`src/rtl/gpio_irq_pkg.sv`:
```
package gpio_irq_pkg;

    typedef enum logic [2:0] {
        DET_EDGE_FALL  = 3'd0,
        DET_EDGE_RISE  = 3'd1,
        DET_EDGE_ANY   = 3'd2,
        DET_LEVEL_LOW  = 3'd3,
        DET_LEVEL_HIGH = 3'd4
    } det_mode_e;

    function automatic det_mode_e decode_mode(input logic sense, input logic both, input logic pol);
        if (sense)
            return pol ? DET_LEVEL_HIGH : DET_LEVEL_LOW;
        else if (both)
            return DET_EDGE_ANY;
        else
            return pol ? DET_EDGE_RISE : DET_EDGE_FALL;
    endfunction

endpackage

```
`src/rtl/gpio_pin_capture.sv`:
```
module gpio_pin_capture #(
    parameter int unsigned NPINS = 8
) (
    input  logic             clk,
    input  logic             rst_n,
    input  logic [NPINS-1:0] pin_in,
    input  logic [NPINS-1:0] pin_dir,
    output logic [NPINS-1:0] data_q,
    output logic [NPINS-1:0] data_next,
    output logic [NPINS-1:0] changed
);
    localparam int unsigned W = NPINS;

    typedef struct packed {
        logic [W-1:0] data;
    } cap_state_t;

    cap_state_t st_d, st_q;

    always_comb begin
        st_d      = st_q;
        st_d.data = (st_q.data & pin_dir) | (pin_in & ~pin_dir);
    end

    always_ff @(posedge clk or negedge rst_n) begin
        if (!rst_n)
            st_q <= '0;
        else
            st_q <= st_d;
    end

    assign data_q    = st_q.data;
    assign data_next = st_d.data;
    assign changed   = st_d.data ^ st_q.data;

    p_hold_output_r2: assert property (@(posedge clk) disable iff (!rst_n)
        1'b1 |=> (((data_q ^ $past(data_q)) & $past(pin_dir)) == '0))
        else $error("output pin data changed");

    p_input_follow_r2: assert property (@(posedge clk) disable iff (!rst_n)
        1'b1 |=> (((data_q ^ $past(pin_in)) & ~$past(pin_dir)) == '0))
        else $error("input pin data did not follow pin");

endmodule

```
`src/rtl/gpio_event_detect.sv`:
```
module gpio_event_detect
    import gpio_irq_pkg::*;
#(
    parameter int unsigned NPINS = 8
) (
    input  logic [NPINS-1:0] det_sense,
    input  logic [NPINS-1:0] det_both,
    input  logic [NPINS-1:0] det_pol,
    input  logic [NPINS-1:0] data_next,
    input  logic [NPINS-1:0] changed,
    output logic [NPINS-1:0] set_vec
);

    for (genvar i = 0; i < NPINS; i++) begin : g_pin
        det_mode_e mode;
        logic      hit;

        assign mode = decode_mode(det_sense[i], det_both[i], det_pol[i]);

        always_comb begin
            case (mode)
                DET_EDGE_FALL:  hit = changed[i] & ~data_next[i];
                DET_EDGE_RISE:  hit = changed[i] &  data_next[i];
                DET_EDGE_ANY:   hit = changed[i];
                DET_LEVEL_LOW:  hit = ~data_next[i];
                DET_LEVEL_HIGH: hit =  data_next[i];
                default:        hit = 1'b0;
            endcase
        end

        assign set_vec[i] = hit;
    end

endmodule

```
`src/rtl/gpio_irq_status.sv`:
```
module gpio_irq_status #(
    parameter int unsigned NPINS = 8
) (
    input  logic             clk,
    input  logic             rst_n,
    input  logic [NPINS-1:0] set_vec,
    input  logic             clr_we,
    input  logic [NPINS-1:0] clr_mask,
    input  logic [NPINS-1:0] irq_mask,
    output logic [NPINS-1:0] raw_q,
    output logic [NPINS-1:0] masked,
    output logic             irq
);
    localparam int unsigned W = NPINS;

    typedef struct packed {
        logic [W-1:0] raw;
    } stat_state_t;

    stat_state_t st_d, st_q;
    logic [W-1:0] clr_eff;

    always_comb begin
        clr_eff     = clr_we ? clr_mask : '0;
        st_d        = st_q;
        st_d.raw    = (st_q.raw & ~clr_eff) | set_vec;
    end

    always_ff @(posedge clk or negedge rst_n) begin
        if (!rst_n)
            st_q <= '0;
        else
            st_q <= st_d;
    end

    assign raw_q  = st_q.raw;
    assign masked = st_q.raw & irq_mask;
    assign irq    = |masked;

    p_set_wins_r8: assert property (@(posedge clk) disable iff (!rst_n)
        1'b1 |=> (($past(set_vec) & ~raw_q) == '0))
        else $error("event lost");

    p_clear_r7: assert property (@(posedge clk) disable iff (!rst_n)
        clr_we |=> (($past(clr_mask) & ~$past(set_vec) & raw_q) == '0))
        else $error("clear ignored");

    p_raw_cause_r3: assert property (@(posedge clk) disable iff (!rst_n)
        1'b1 |=> ((raw_q & ~$past(raw_q) & ~$past(set_vec)) == '0))
        else $error("raw bit set without event");

endmodule

```
`src/rtl/gpio_irq_detect.sv`:
```
module gpio_irq_detect #(
    parameter int unsigned NPINS = 8
) (
    input  logic             clk,
    input  logic             rst_n,
    input  logic [NPINS-1:0] pin_in,
    input  logic [NPINS-1:0] pin_dir,
    input  logic [NPINS-1:0] det_sense,
    input  logic [NPINS-1:0] det_both,
    input  logic [NPINS-1:0] det_pol,
    input  logic [NPINS-1:0] irq_mask,
    input  logic             clr_we,
    input  logic [NPINS-1:0] clr_mask,
    output logic [NPINS-1:0] pin_data,
    output logic [NPINS-1:0] raw_status,
    output logic [NPINS-1:0] masked_status,
    output logic             irq
);
    logic [NPINS-1:0] data_next;
    logic [NPINS-1:0] changed;
    logic [NPINS-1:0] set_vec;

    gpio_pin_capture #(.NPINS(NPINS)) u_capture (
        .clk       (clk),
        .rst_n     (rst_n),
        .pin_in    (pin_in),
        .pin_dir   (pin_dir),
        .data_q    (pin_data),
        .data_next (data_next),
        .changed   (changed)
    );

    gpio_event_detect #(.NPINS(NPINS)) u_detect (
        .det_sense (det_sense),
        .det_both  (det_both),
        .det_pol   (det_pol),
        .data_next (data_next),
        .changed   (changed),
        .set_vec   (set_vec)
    );

    gpio_irq_status #(.NPINS(NPINS)) u_status (
        .clk      (clk),
        .rst_n    (rst_n),
        .set_vec  (set_vec),
        .clr_we   (clr_we),
        .clr_mask (clr_mask),
        .irq_mask (irq_mask),
        .raw_q    (raw_status),
        .masked   (masked_status),
        .irq      (irq)
    );

    p_level_high_r5: assert property (@(posedge clk) disable iff (!rst_n)
        1'b1 |=> (($past(det_sense & det_pol & pin_in & ~pin_dir) & ~raw_status) == '0))
        else $error("high level not latched");

    p_level_low_r5: assert property (@(posedge clk) disable iff (!rst_n)
        1'b1 |=> (($past(det_sense & ~det_pol & ~pin_in & ~pin_dir) & ~raw_status) == '0))
        else $error("low level not latched");

    p_irq_mask_r6: assert property (@(posedge clk) disable iff (!rst_n)
        irq |-> ((irq_mask & raw_status) != '0))
        else $error("request without enabled status");

endmodule

```
`config.mk`:
```
export PLATFORM = sky130hd
export DESIGN_NAME = gpio_irq_detect
export DESIGN_NICKNAME = d
export VERILOG_FILES = /design/src/rtl/gpio_irq_pkg.sv /design/src/rtl/gpio_pin_capture.sv /design/src/rtl/gpio_event_detect.sv /design/src/rtl/gpio_irq_status.sv /design/src/rtl/gpio_irq_detect.sv
export SDC_FILE = /design/constraint.sdc
export NUM_CORES = 1
export LEC_CHECK = 0
export BUFFER_PORTS_ARGS = -buffer_cell sky130_fd_sc_hd__buf_2
export CAP_MARGIN = 0
export CORE_ASPECT_RATIO = 1.25
export CORE_MARGIN = 4
export CORE_UTILIZATION = 42
export DETAILED_ROUTE_END_ITERATION = 16
export PLACE_DENSITY_LB_ADDON = 0.08
export SYNTH_ARGS = -nofsm -noshare
export SYNTH_HDL_FRONTEND = slang
export SYNTH_SLANG_ARGS = --single-unit
export TNS_END_PERCENT = 1
```
`constraint.sdc`:
```
create_clock -name clk -period 4.3 [get_ports clk]
set_input_delay 0.645 -clock clk [delete_from_list [all_inputs] [get_ports clk]]
set_output_delay 0.645 -clock clk [all_outputs]
set_load 0.01 [all_outputs]
```
==> run metrics <==
critical path launch point=irq_mask[6]; Slew HR=around 77%; busiest grt layer=met2; RSZ-0062 raised after global routing=no; Final period util=between 60% and 70%; FF-to-FF End=u_status.raw_q[6]$_DFF_PN0_; Die Y=64.7 um; crit start category=primary input; routed via count=1239; GRT met1 Usage=a little over a fifth; crit path kind=primary input to output port; Avg Cell Area, Syn=8.58 um^2; Setup Viol. Count Final=0; n_diodes=0; Post-Syn Instances=~130; Final ANT Viol Nets=0; HPWL after DPL=2510 um; met2 usage=31.0%; synthesized net count=185; vias in the first global route=approximately 1200; cell family with most CP delay=simple AND/OR/NAND/NOR gates; Synth cell types=19; Post-Syn Area=between 1000 and 1500 um^2; first drt pass iteration count=4; YS warnings=0; Area contributors post-synth=dfrtp_1 37%, a21oi_1 8.3%, nand2b_1 5.8%; post-route DRC violation count=0; DR iter-0 viols=18; Setup TNS=0 ns; CTS buffer count=3; core area=2450 um^2; min Tclk post-route=~2.7 ns; Critical Path RT=3.65 ns; wire per inst=12.0 um; P&R area growth vs syn=45.3%; Synth Area in XOR/XNOR=4.86%; FF-to-FF Start=u_capture.data_q[6]$_DFF_PN0_; leakage=0.824 nW; Synth Flop Type=dfrtp_1; Setup Buffers After CTS=0; Post-synth EDFFs=0; worst-path maximum fanout=2; CP arrival=2.04 ns; Worst VDD drop=0.270 mV; mux cell area share after synthesis=0%; PwrDens=between 200 and 300 nW/um^2; max-slew violation count=0; htree depth=1; share of cells above drive strength 1=42.0%; worst reg-to-reg setup slack=3.20 ns; GRT Overall Usage=18.0%; gr ovfl total=0; Initial Utilization=between 40 and 50%; Setup crit end kind=output port; I/O pin cnt=between 80 and 90; CTS resizes=0; largest family of logic cells by synthesized area=compound AO/OA/AOI/OAI gates; Tot Pwr=between 0.4 and 0.5 mW; ys async rst share=100%; die footprint=3450 um^2; Final Routed Wirelength=a little under 3000 um; pin count of the biggest net entering global routing=17; Yosys top cell area share=between 30% and 40%; CTS tree=yes; Final nets=around 270; Avg Vias per Cell=5.06; Achievable Freq=0.372 GHz; worst path cell trace=buf_2 > and2_4 > or4_1 > or4_1 > buf_2; Clk pin slew, worst setup/hold paths=~0.090 ns; Max Root-Sink Buffers=2; sequential area share after synthesis=37.0%; GR Layer Usage met3=3.68%; Critical Path Max Stage Delay=~0.55 ns; first-pass GRT wire length=4750 um; final hold vios=0; Post-CTS Hold Fix Bufs=0; antenna violations before repair=0; post-synthesis compound-gate area fraction=33.6%; hold crit path type=primary input to asynchronous set/reset pin; Rows=20; Die Width=53.4 um; # port buffers=83; post-synth top area cell=dfrtp_1; worst-skew pair later-pin latency=0.28 ns; adder-cell share of the synthesized area=0%; post-synthesis register bit count=16; status=finished clean; max-cap viol count=0; Final Skew=roughly 0.0055 ns; Simple-Gate Fraction of Synth Area=a little over a fifth; GP Congestion=0.779; clock root buffer=clkbuf_4; worst r2r path cells=3; Critical path buffers and inverters=2; Slowest cell on crit path=or4_1; CTS sink count=16; slew of the pin with the lowest slew margin=0.347 ns
## routing by layer
layer / part of all wire (%) / vias to the layer above
met3: 9.1 / 2
met5: 0 / -
li1: - / 636
met4: 0.88 / 0
met1: 42 / 553
met2: 48 / 48
## synth_stat cells, types with 5 or more instances
cell / instances
inv_1: 8
o21ai_0: 5
and2_1: 7
a21o_1: 8
nand2_1: 8
a22oi_1: 5
o211ai_1: 8
nor2b_1: 8
a21oi_1: 18
nand2b_1: 10
xnor2_1: 6
o31ai_1: 8
dfrtp_1: 16
## stage by stage
step	instances	cell area, um^2	utilization, %	worst slack [ns]	hold slack (ns)
5_1_grt	245	1570	64.0	1.57	0.262
3_3_place_gp	241	1530	62.6	1.63	0.511
4_1_cts	245	1570	64.0	1.61	0.264
2_1_floorplan	126	1080	-	1.84	0.349
3_5_place_dp	241	1530	62.6	1.61	0.504
6_report	245	1570	64.0	1.61	0.257
## state kept, by name (all words and copies together), names as in the netlist
name,flops
u_status.raw_q,8
u_capture.data_q,8
## worst max path at each step
stage	endpoint	cells after the start
global route	irq	4
detailed placement	irq	5
CTS	irq	5
floorplan	irq	3
global placement	irq	5
finish	irq	5
## cells in the final DEF, fill, tap and decap left out, types with 8 or more instances in the layout
master | netlist | final
buf_2 | 0 | 83
a21oi_1 | 18 | 18
dfrtp_1 | 16 | 16
nand2b_1 | 10 | 10
nor2b_1 | 8 | 8
a21o_1 | 8 | 8
o211ai_1 | 8 | 8
o31ai_1 | 8 | 8
nand2_1 | 8 | 8
inv_1 | 8 | 8
## final cells by class
cell class / count / area (um^2)
sequential: 16 / 400
timing repair buffer: 83 / 415
fill: 240 / 882
clock buffer: 4 / 36.3
inverter: 8 / 30.0
multi-input combinational: 101 / 647
tap: 33 / 41.3
## logic make-up after synthesis
family,count (synthesis)
compound gates,55
xor+xnor,6
buf+inv,9
flops,16
simple gates,40
## report_power, final
group / total [mW] / leakage (nW) / internal (mW) / switching, mW
sequential: 0.191 / 0.186 / 0.171 / 0.0199
combinational: 0.153 / 0.617 / 0.0793 / 0.0736
clock: 0.0960 / 0.0210 / 0.0515 / 0.0445
Power figures use the tool's default switching activity.
